$ cat config.mk
export PLATFORM = sky130hd
export DESIGN_NAME = axi_issue_limiter
export DESIGN_NICKNAME = d
export VERILOG_FILES = /design/src/rtl/issue_limiter_pkg.sv /design/src/rtl/issue_counter.sv /design/src/rtl/issue_mode_reg.sv /design/src/rtl/issue_gate.sv /design/src/rtl/axi_issue_limiter.sv
export SDC_FILE = /design/constraint.sdc
export NUM_CORES = 1
export LEC_CHECK = 0
export BUFFER_PORTS_ARGS = -buffer_cell sky130_fd_sc_hd__buf_2
export CORE_AREA = 2 2 208 210
export CTS_CLUSTER_DIAMETER = 150
export CTS_CLUSTER_SIZE = 10
export DETAILED_ROUTE_END_ITERATION = 10
export DIE_AREA = 0 0 210 212
export GPL_TIMING_DRIVEN = 1
export PLACE_DENSITY = 0.3
export SLEW_MARGIN = 0
export SYNTH_ARGS = -nofsm -noshare
export SYNTH_HDL_FRONTEND = slang
export SYNTH_SLANG_ARGS = --single-unit
$ cat constraint.sdc
create_clock -name clk -period 3.6 [get_ports clk]
set_input_delay 0.36 -clock clk [delete_from_list [all_inputs] [get_ports clk]]
set_output_delay 0.36 -clock clk [all_outputs]
set_load 0.1 [all_outputs]
$ cat src/rtl/issue_limiter_pkg.sv
package issue_limiter_pkg;
  localparam int ADDR_W = 32;
  localparam int ID_W   = 8;
  localparam int LEN_W  = 8;
  localparam int RESP_W = 2;

  typedef enum logic {
    ISSUE_MULTI  = 1'b0,
    ISSUE_SINGLE = 1'b1
  } issue_mode_e;
endpackage

$ cat src/rtl/issue_counter.sv
module issue_counter #(
  parameter int MAX = 16,
  parameter int W   = 5
) (
  input  logic         clk,
  input  logic         rst_n,
  input  logic         inc,
  input  logic         dec,
  output logic [W-1:0] cnt
);
  localparam logic [W-1:0] LIM = W'(MAX);

  logic [W-1:0] cnt_nxt;
  logic         cnt_en;

  // Only a lone issue or a lone completion moves the count.
  assign cnt_en = inc ^ dec;

  always_comb begin
    cnt_nxt = cnt;
    if (inc && !dec)      cnt_nxt = cnt + 1'b1;
    else if (dec && !inc) cnt_nxt = cnt - 1'b1;
  end

  always_ff @(posedge clk or negedge rst_n) begin
    if (!rst_n)      cnt <= '0;
    else if (cnt_en) cnt <= cnt_nxt;
  end

  // bounded count, no underflow, simultaneous events cancel
  a_r3_r4_no_overflow: assert property (@(posedge clk) disable iff (!rst_n)
    cnt <= LIM);
  a_r3_r4_no_underflow: assert property (@(posedge clk) disable iff (!rst_n)
    !(dec && !inc && cnt == '0));
  a_r3_r4_both_hold: assert property (@(posedge clk) disable iff (!rst_n)
    (inc && dec) |=> $stable(cnt));
endmodule

$ cat src/rtl/issue_mode_reg.sv
module issue_mode_reg
  import issue_limiter_pkg::*;
(
  input  logic        clk,
  input  logic        rst_n,
  input  logic        cfg_we,
  input  logic        cfg_single_in,
  output issue_mode_e mode
);
  issue_mode_e mode_nxt;

  always_comb mode_nxt = cfg_single_in ? ISSUE_SINGLE : ISSUE_MULTI;

  always_ff @(posedge clk or negedge rst_n) begin
    if (!rst_n)      mode <= ISSUE_MULTI;
    else if (cfg_we) mode <= mode_nxt;
  end

  // the mode changes only on a write
  a_r9_hold_without_write: assert property (@(posedge clk) disable iff (!rst_n)
    !cfg_we |=> $stable(mode));
endmodule

$ cat src/rtl/issue_gate.sv
module issue_gate
  import issue_limiter_pkg::*;
#(
  parameter int RD_MAX  = 16,
  parameter int WR_MAX  = 16,
  parameter int TOT_MAX = 32,
  parameter int CNT_W   = 5,
  parameter int TOT_W   = 7
) (
  input  logic             clk,
  input  logic             rst_n,
  input  issue_mode_e      mode,
  input  logic [CNT_W-1:0] rd_cnt,
  input  logic [CNT_W-1:0] wr_cnt,
  input  logic             ar_req_in,
  output logic             ar_allow,
  output logic             aw_allow
);
  localparam logic [CNT_W-1:0] RD_LIM  = CNT_W'(RD_MAX);
  localparam logic [CNT_W-1:0] WR_LIM  = CNT_W'(WR_MAX);
  localparam logic [TOT_W-1:0] TOT_LIM = TOT_W'(TOT_MAX);

  logic [TOT_W-1:0] total;
  logic [TOT_W-1:0] total_after_ar;
  logic             idle;
  logic             ar_take;

  assign total          = TOT_W'(rd_cnt) + TOT_W'(wr_cnt);
  assign idle           = (rd_cnt == '0) && (wr_cnt == '0);
  assign ar_take        = ar_req_in && ar_allow;
  // Reads win the last free slot: an AR that is about to go claims it.
  assign total_after_ar = total + TOT_W'(ar_take);

  always_comb begin
    if (mode == ISSUE_SINGLE) begin
      ar_allow = idle;
      aw_allow = idle && !ar_take;
    end else begin
      ar_allow = (rd_cnt < RD_LIM) && (total < TOT_LIM);
      aw_allow = (wr_cnt < WR_LIM) && (total_after_ar < TOT_LIM);
    end
  end

  // combined count bounded
  a_r7_total_cap: assert property (@(posedge clk) disable iff (!rst_n)
    total <= TOT_LIM);
  // full direction admits nothing
  a_r5_read_full_blocks: assert property (@(posedge clk) disable iff (!rst_n)
    (rd_cnt == RD_LIM) |-> !ar_allow);
  a_r6_write_full_blocks: assert property (@(posedge clk) disable iff (!rst_n)
    (wr_cnt == WR_LIM) |-> !aw_allow);
endmodule

$ cat src/rtl/axi_issue_limiter.sv
module axi_issue_limiter
  import issue_limiter_pkg::*;
#(
  parameter int DATA_W  = 64,
  parameter int RD_MAX  = 16,
  parameter int WR_MAX  = 16,
  parameter int TOT_MAX = 32
) (
  input  logic                clk,
  input  logic                rst_n,
  input  logic                cfg_we,
  input  logic                cfg_single_in,
  output logic                cfg_single,
  input  logic                s_arvalid,
  output logic                s_arready,
  input  logic [ADDR_W-1:0]   s_araddr,
  input  logic [ID_W-1:0]     s_arid,
  input  logic [LEN_W-1:0]    s_arlen,
  output logic                m_arvalid,
  input  logic                m_arready,
  output logic [ADDR_W-1:0]   m_araddr,
  output logic [ID_W-1:0]     m_arid,
  output logic [LEN_W-1:0]    m_arlen,
  output logic                s_rvalid,
  input  logic                s_rready,
  output logic [ID_W-1:0]     s_rid,
  output logic [DATA_W-1:0]   s_rdata,
  output logic [RESP_W-1:0]   s_rresp,
  output logic                s_rlast,
  input  logic                m_rvalid,
  output logic                m_rready,
  input  logic [ID_W-1:0]     m_rid,
  input  logic [DATA_W-1:0]   m_rdata,
  input  logic [RESP_W-1:0]   m_rresp,
  input  logic                m_rlast,
  input  logic                s_awvalid,
  output logic                s_awready,
  input  logic [ADDR_W-1:0]   s_awaddr,
  input  logic [ID_W-1:0]     s_awid,
  input  logic [LEN_W-1:0]    s_awlen,
  output logic                m_awvalid,
  input  logic                m_awready,
  output logic [ADDR_W-1:0]   m_awaddr,
  output logic [ID_W-1:0]     m_awid,
  output logic [LEN_W-1:0]    m_awlen,
  input  logic                s_wvalid,
  output logic                s_wready,
  input  logic [DATA_W-1:0]   s_wdata,
  input  logic [DATA_W/8-1:0] s_wstrb,
  input  logic                s_wlast,
  output logic                m_wvalid,
  input  logic                m_wready,
  output logic [DATA_W-1:0]   m_wdata,
  output logic [DATA_W/8-1:0] m_wstrb,
  output logic                m_wlast,
  output logic                s_bvalid,
  input  logic                s_bready,
  output logic [ID_W-1:0]     s_bid,
  output logic [RESP_W-1:0]   s_bresp,
  input  logic                m_bvalid,
  output logic                m_bready,
  input  logic [ID_W-1:0]     m_bid,
  input  logic [RESP_W-1:0]   m_bresp
);
  localparam int DIR_MAX = (RD_MAX > WR_MAX) ? RD_MAX : WR_MAX;
  localparam int CNT_W   = $clog2(DIR_MAX + 1);
  localparam int TOT_W   = $clog2(RD_MAX + WR_MAX + TOT_MAX + 2);
  localparam int N_DIR   = 2;  // index 0 = read, 1 = write

  issue_mode_e      mode;
  logic             ar_allow, aw_allow;
  logic [N_DIR-1:0] issue_ev, done_ev;
  logic [CNT_W-1:0] cnt [N_DIR];

  issue_mode_reg u_mode (
    .clk(clk), .rst_n(rst_n), .cfg_we(cfg_we),
    .cfg_single_in(cfg_single_in), .mode(mode)
  );
  assign cfg_single = (mode == ISSUE_SINGLE);

  // Per-direction outstanding counters
  for (genvar g = 0; g < N_DIR; g++) begin : g_dir
    issue_counter #(
      .MAX ((g == 0) ? RD_MAX : WR_MAX),
      .W   (CNT_W)
    ) u_cnt (
      .clk(clk), .rst_n(rst_n),
      .inc(issue_ev[g]), .dec(done_ev[g]), .cnt(cnt[g])
    );
  end

  issue_gate #(
    .RD_MAX(RD_MAX), .WR_MAX(WR_MAX), .TOT_MAX(TOT_MAX),
    .CNT_W(CNT_W), .TOT_W(TOT_W)
  ) u_gate (
    .clk(clk), .rst_n(rst_n), .mode(mode),
    .rd_cnt(cnt[0]), .wr_cnt(cnt[1]),
    .ar_req_in(s_arvalid),
    .ar_allow(ar_allow), .aw_allow(aw_allow)
  );

  // Address channels: handshake gated, payload forwarded
  assign m_arvalid = s_arvalid & ar_allow;
  assign s_arready = m_arready & ar_allow;
  assign m_araddr  = s_araddr;
  assign m_arid    = s_arid;
  assign m_arlen   = s_arlen;

  assign m_awvalid = s_awvalid & aw_allow;
  assign s_awready = m_awready & aw_allow;
  assign m_awaddr  = s_awaddr;
  assign m_awid    = s_awid;
  assign m_awlen   = s_awlen;

  // Data and response channels pass straight through
  assign m_wvalid = s_wvalid;
  assign s_wready = m_wready;
  assign m_wdata  = s_wdata;
  assign m_wstrb  = s_wstrb;
  assign m_wlast  = s_wlast;

  assign s_bvalid = m_bvalid;
  assign m_bready = s_bready;
  assign s_bid    = m_bid;
  assign s_bresp  = m_bresp;

  assign s_rvalid = m_rvalid;
  assign m_rready = s_rready;
  assign s_rid    = m_rid;
  assign s_rdata  = m_rdata;
  assign s_rresp  = m_rresp;
  assign s_rlast  = m_rlast;

  // Counter events
  assign issue_ev[0] = m_arvalid & m_arready;
  assign done_ev[0]  = m_rvalid & s_rready & m_rlast;
  assign issue_ev[1] = m_awvalid & m_awready;
  assign done_ev[1]  = m_bvalid & s_bready;

  // in single mode nothing issues while anything is in flight
  a_r8_single_blocks: assert property (@(posedge clk) disable iff (!rst_n)
    (mode == ISSUE_SINGLE && (cnt[0] != '0 || cnt[1] != '0))
      |-> !(m_arvalid || m_awvalid));
  // never two issues in one cycle in single mode
  a_r8_single_one_issue: assert property (@(posedge clk) disable iff (!rst_n)
    (mode == ISSUE_SINGLE) |-> !(issue_ev[0] && issue_ev[1]));
  // a forwarded address always has a requester behind it
  a_r1_no_spurious_ar: assert property (@(posedge clk) disable iff (!rst_n)
    m_arvalid |-> s_arvalid);
endmodule

==> results.ini <==
[die]
num_rows = 76
dieArea_mm2 = 0.0445
io_pins = 533
initial_core_util_pct = 6.83
die_w_um = 210
coreArea_mm2 = 0.0425
die_h_um = 212

[routing]
viasPerCell = 1.76
drc = 0
drtIter0Drc = 40
dr.pass1.iters = 4
totalWireLength_mm = 8.13
vias = 1183
ant_nets = 0
wl_per_cell_um = 12.1

[setup_path]
critPathArrivalTime_ns = 3.42
slowest_delay_ns = 0.41
path_buf_inv = 2
cp_max_fo = 4
start_kind = flip-flop
end_kind = flip-flop
critPathRequiredTime_ns = 3.72
critPathSlowestCell = fa_1
crit_path_cell_trace = ha_1 > inv_1 > fa_1 > nand2b_1 > a21oi_2 > xor2_1 > and4_4 > nor3b_2 > ha_1 > inv_1 > fa_1 > a21o_1 > a21oi_1 > xnor2_1 > nor2_1 > xor2_1
crit_type = reg2reg
cp_top_family = adder cells

[place]
gp_congestion = 0.649
port_buffers = 22
dpl_cell_area_mm2 = 0.00178
dp_hpwl_mm = 6.78

[timing]
drv_slew = 0
fin_hold_ws_ns = 0.0114
setup_viol_count_final = 0
timing.slew.headroom_pct = 66.4
hold_violations = 0
clock.fmax_ghz = 0.303
clock-skew-final_ns = 0.00713
tns_ns = 0
worst_pin_slew_ns = 0.508
rsz0062_at_grt = false
period_share_pct = 91.6
fin_crit_ns = 3.30

[global_route]
grt_max_degree = 12
grt_overflow = 0
grt_use_total_pct = 3.47
grt_pass1_vias = 1360
antenna_found_initial = 0
grt_pass1_wl_mm = 10.4

[power_and_ir_drop]
cellPowerDensity_mw_per_mm2 = 681
leakage_nw = 0.572
fin_total_pwr_w = 0.00127
peakVddDrop_mv = 0.166

[final_layout]
antenna-diode-count = 0
area_growth_pct = -35.6
layout-drive-gt1-share_pct = 32.8
final_core_util_pct = 4.39
final_common_cell = buf_2
fillers = 4986
final_cell_mix = buf_2, ha_1, dfrtp_1, nor2_1
multi_input_area_um2 = 671
postLayoutCellArea_mm2 = 0.00187
nNetsFinal = 410
seq_area_um2 = 277

[run]
cap_violations = 0

[clock_tree]
cts_hold_buf = 0
htree_levels = 1
cts.reportedPaths.clkPinSlew_ns = 0.05
cts_sinks = 11
cts_buffer_depth = 2
clock_latency_ns = 0.24
cts-buffers-inserted = 3
cts_tree = built
clockRootBuffer = clkbuf_16

[synth]
synth_top_cell_area_share_pct = 67.2
ys_async_sr_fraction_pct = 100
syn-instance-count = 357
synth_edf_count = 0
yosysTopAreaCell = buf_4
synth_area_mm2 = 0.00290
synthFlopType = dfrtp_1
yosys_warnings = 0
ys_seq_area_share_pct = 9.48
ys_seq_elements = 11
synth_cell_types = 30
synth_fp_nets = 641
synthTopCellsByArea = buf_4, dfrtp_1, ha_1
avgSynthCellArea_um2 = 8.13

[status]
status = finished clean

[min_path]
hold_path_class = in2async

final timing paths:
check                                           start                    end  slack [ns]  cells past startpoint
worst max-delay path            g_dir[1].u_cnt.cnt[0]  g_dir[1].u_cnt.cnt[4]        0.30                     16
worst min-delay path                            rst_n            u_mode.mode        0.01                      1
worst max register to register  g_dir[1].u_cnt.cnt[0]  g_dir[1].u_cnt.cnt[4]        0.30                     16
worst min register to register  g_dir[1].u_cnt.cnt[4]  g_dir[1].u_cnt.cnt[4]        0.56                      1
max in group asynchronous                       rst_n            u_mode.mode        3.32                      1
min in group clk                        cfg_single_in            u_mode.mode        0.43                      2
sequential cells by signal, summed over array words and instances, names as in the netlist:
register and flops:
g_dir.u_cnt.cnt 10, u_mode.mode 1
cells by family (layout without fill, tap and decap cells):
| kind of cell | after synthesis | after routing | synth area share, % |
|---|---|---|---|
| xor gates and xnor gates | 13 | 13 | 3.92 |
| muxes | 3 | 3 | 1.16 |
| buffers and inverters | 267 | 35 | 68.1 |
| and+or+nand+nor | 25 | 25 | 4.53 |
| DFF | 11 | 11 | 9.48 |
| AOI/OAI and AO/OA | 22 | 22 | 5.09 |
| adders and majority gates | 16 | 16 | 7.67 |
cells in the mapped netlist, types with 2 or more instances:
cell	instances
nand2_1	7
dfrtp_1	11
inv_1	5
fa_1	3
nor2_1	8
xnor2_1	6
o21ai_0	6
nand3_1	2
xor2_1	7
clkbuf_1	2
mux2_2	3
ha_1	13
buf_4	260
a21oi_1	5
a21o_1	4
stage by stage:
step / cells / worst slack, ns
after floorplan: 357 / -0.0159
after global placement: 667 / 0.193
after detailed placement: 667 / 0.227
after CTS: 671 / 0.197
after global routing: 671 / 0.00671
final: 671 / 0.302
where the power goes:
part           leakage [nW]  switching [W]  internal [W]
logic                 0.403       0.000468      0.000339
clock network        0.0382      0.0000610      0.000149
registers             0.131      0.0000720      0.000183
total                 0.572       0.000601      0.000672
layout make-up:
cell class | count | share of cell area (%)
Multi-Input combinational cell | 79 | 35.9
Tap cell | 546 | 36.6
Sequential cell | 11 | 14.8
Inverter | 5 | 1.00
Clock buffer | 4 | 4.22
Timing Repair Buffer | 26 | 7.50
routing by layer:
metal / vias up / wire (µm) / global-route usage, % / part of all wire [%]
met5: - / 0 / 0 / 0
met4: 0 / 1090 / 4.89 / 13
met3: 118 / 2090 / 3.93 / 26
met2: 243 / 3350 / 4.72 / 41
met1: 424 / 1600 / 1.97 / 20
li1: 398 / - / - / -
what timing repair did:
action,4_1_cts,5_1_grt
buffers inserted,0,0
setup endpoints to repair,0,1
resized for setup,0,5
Note: power is estimated with default switching activity, not from simulation.
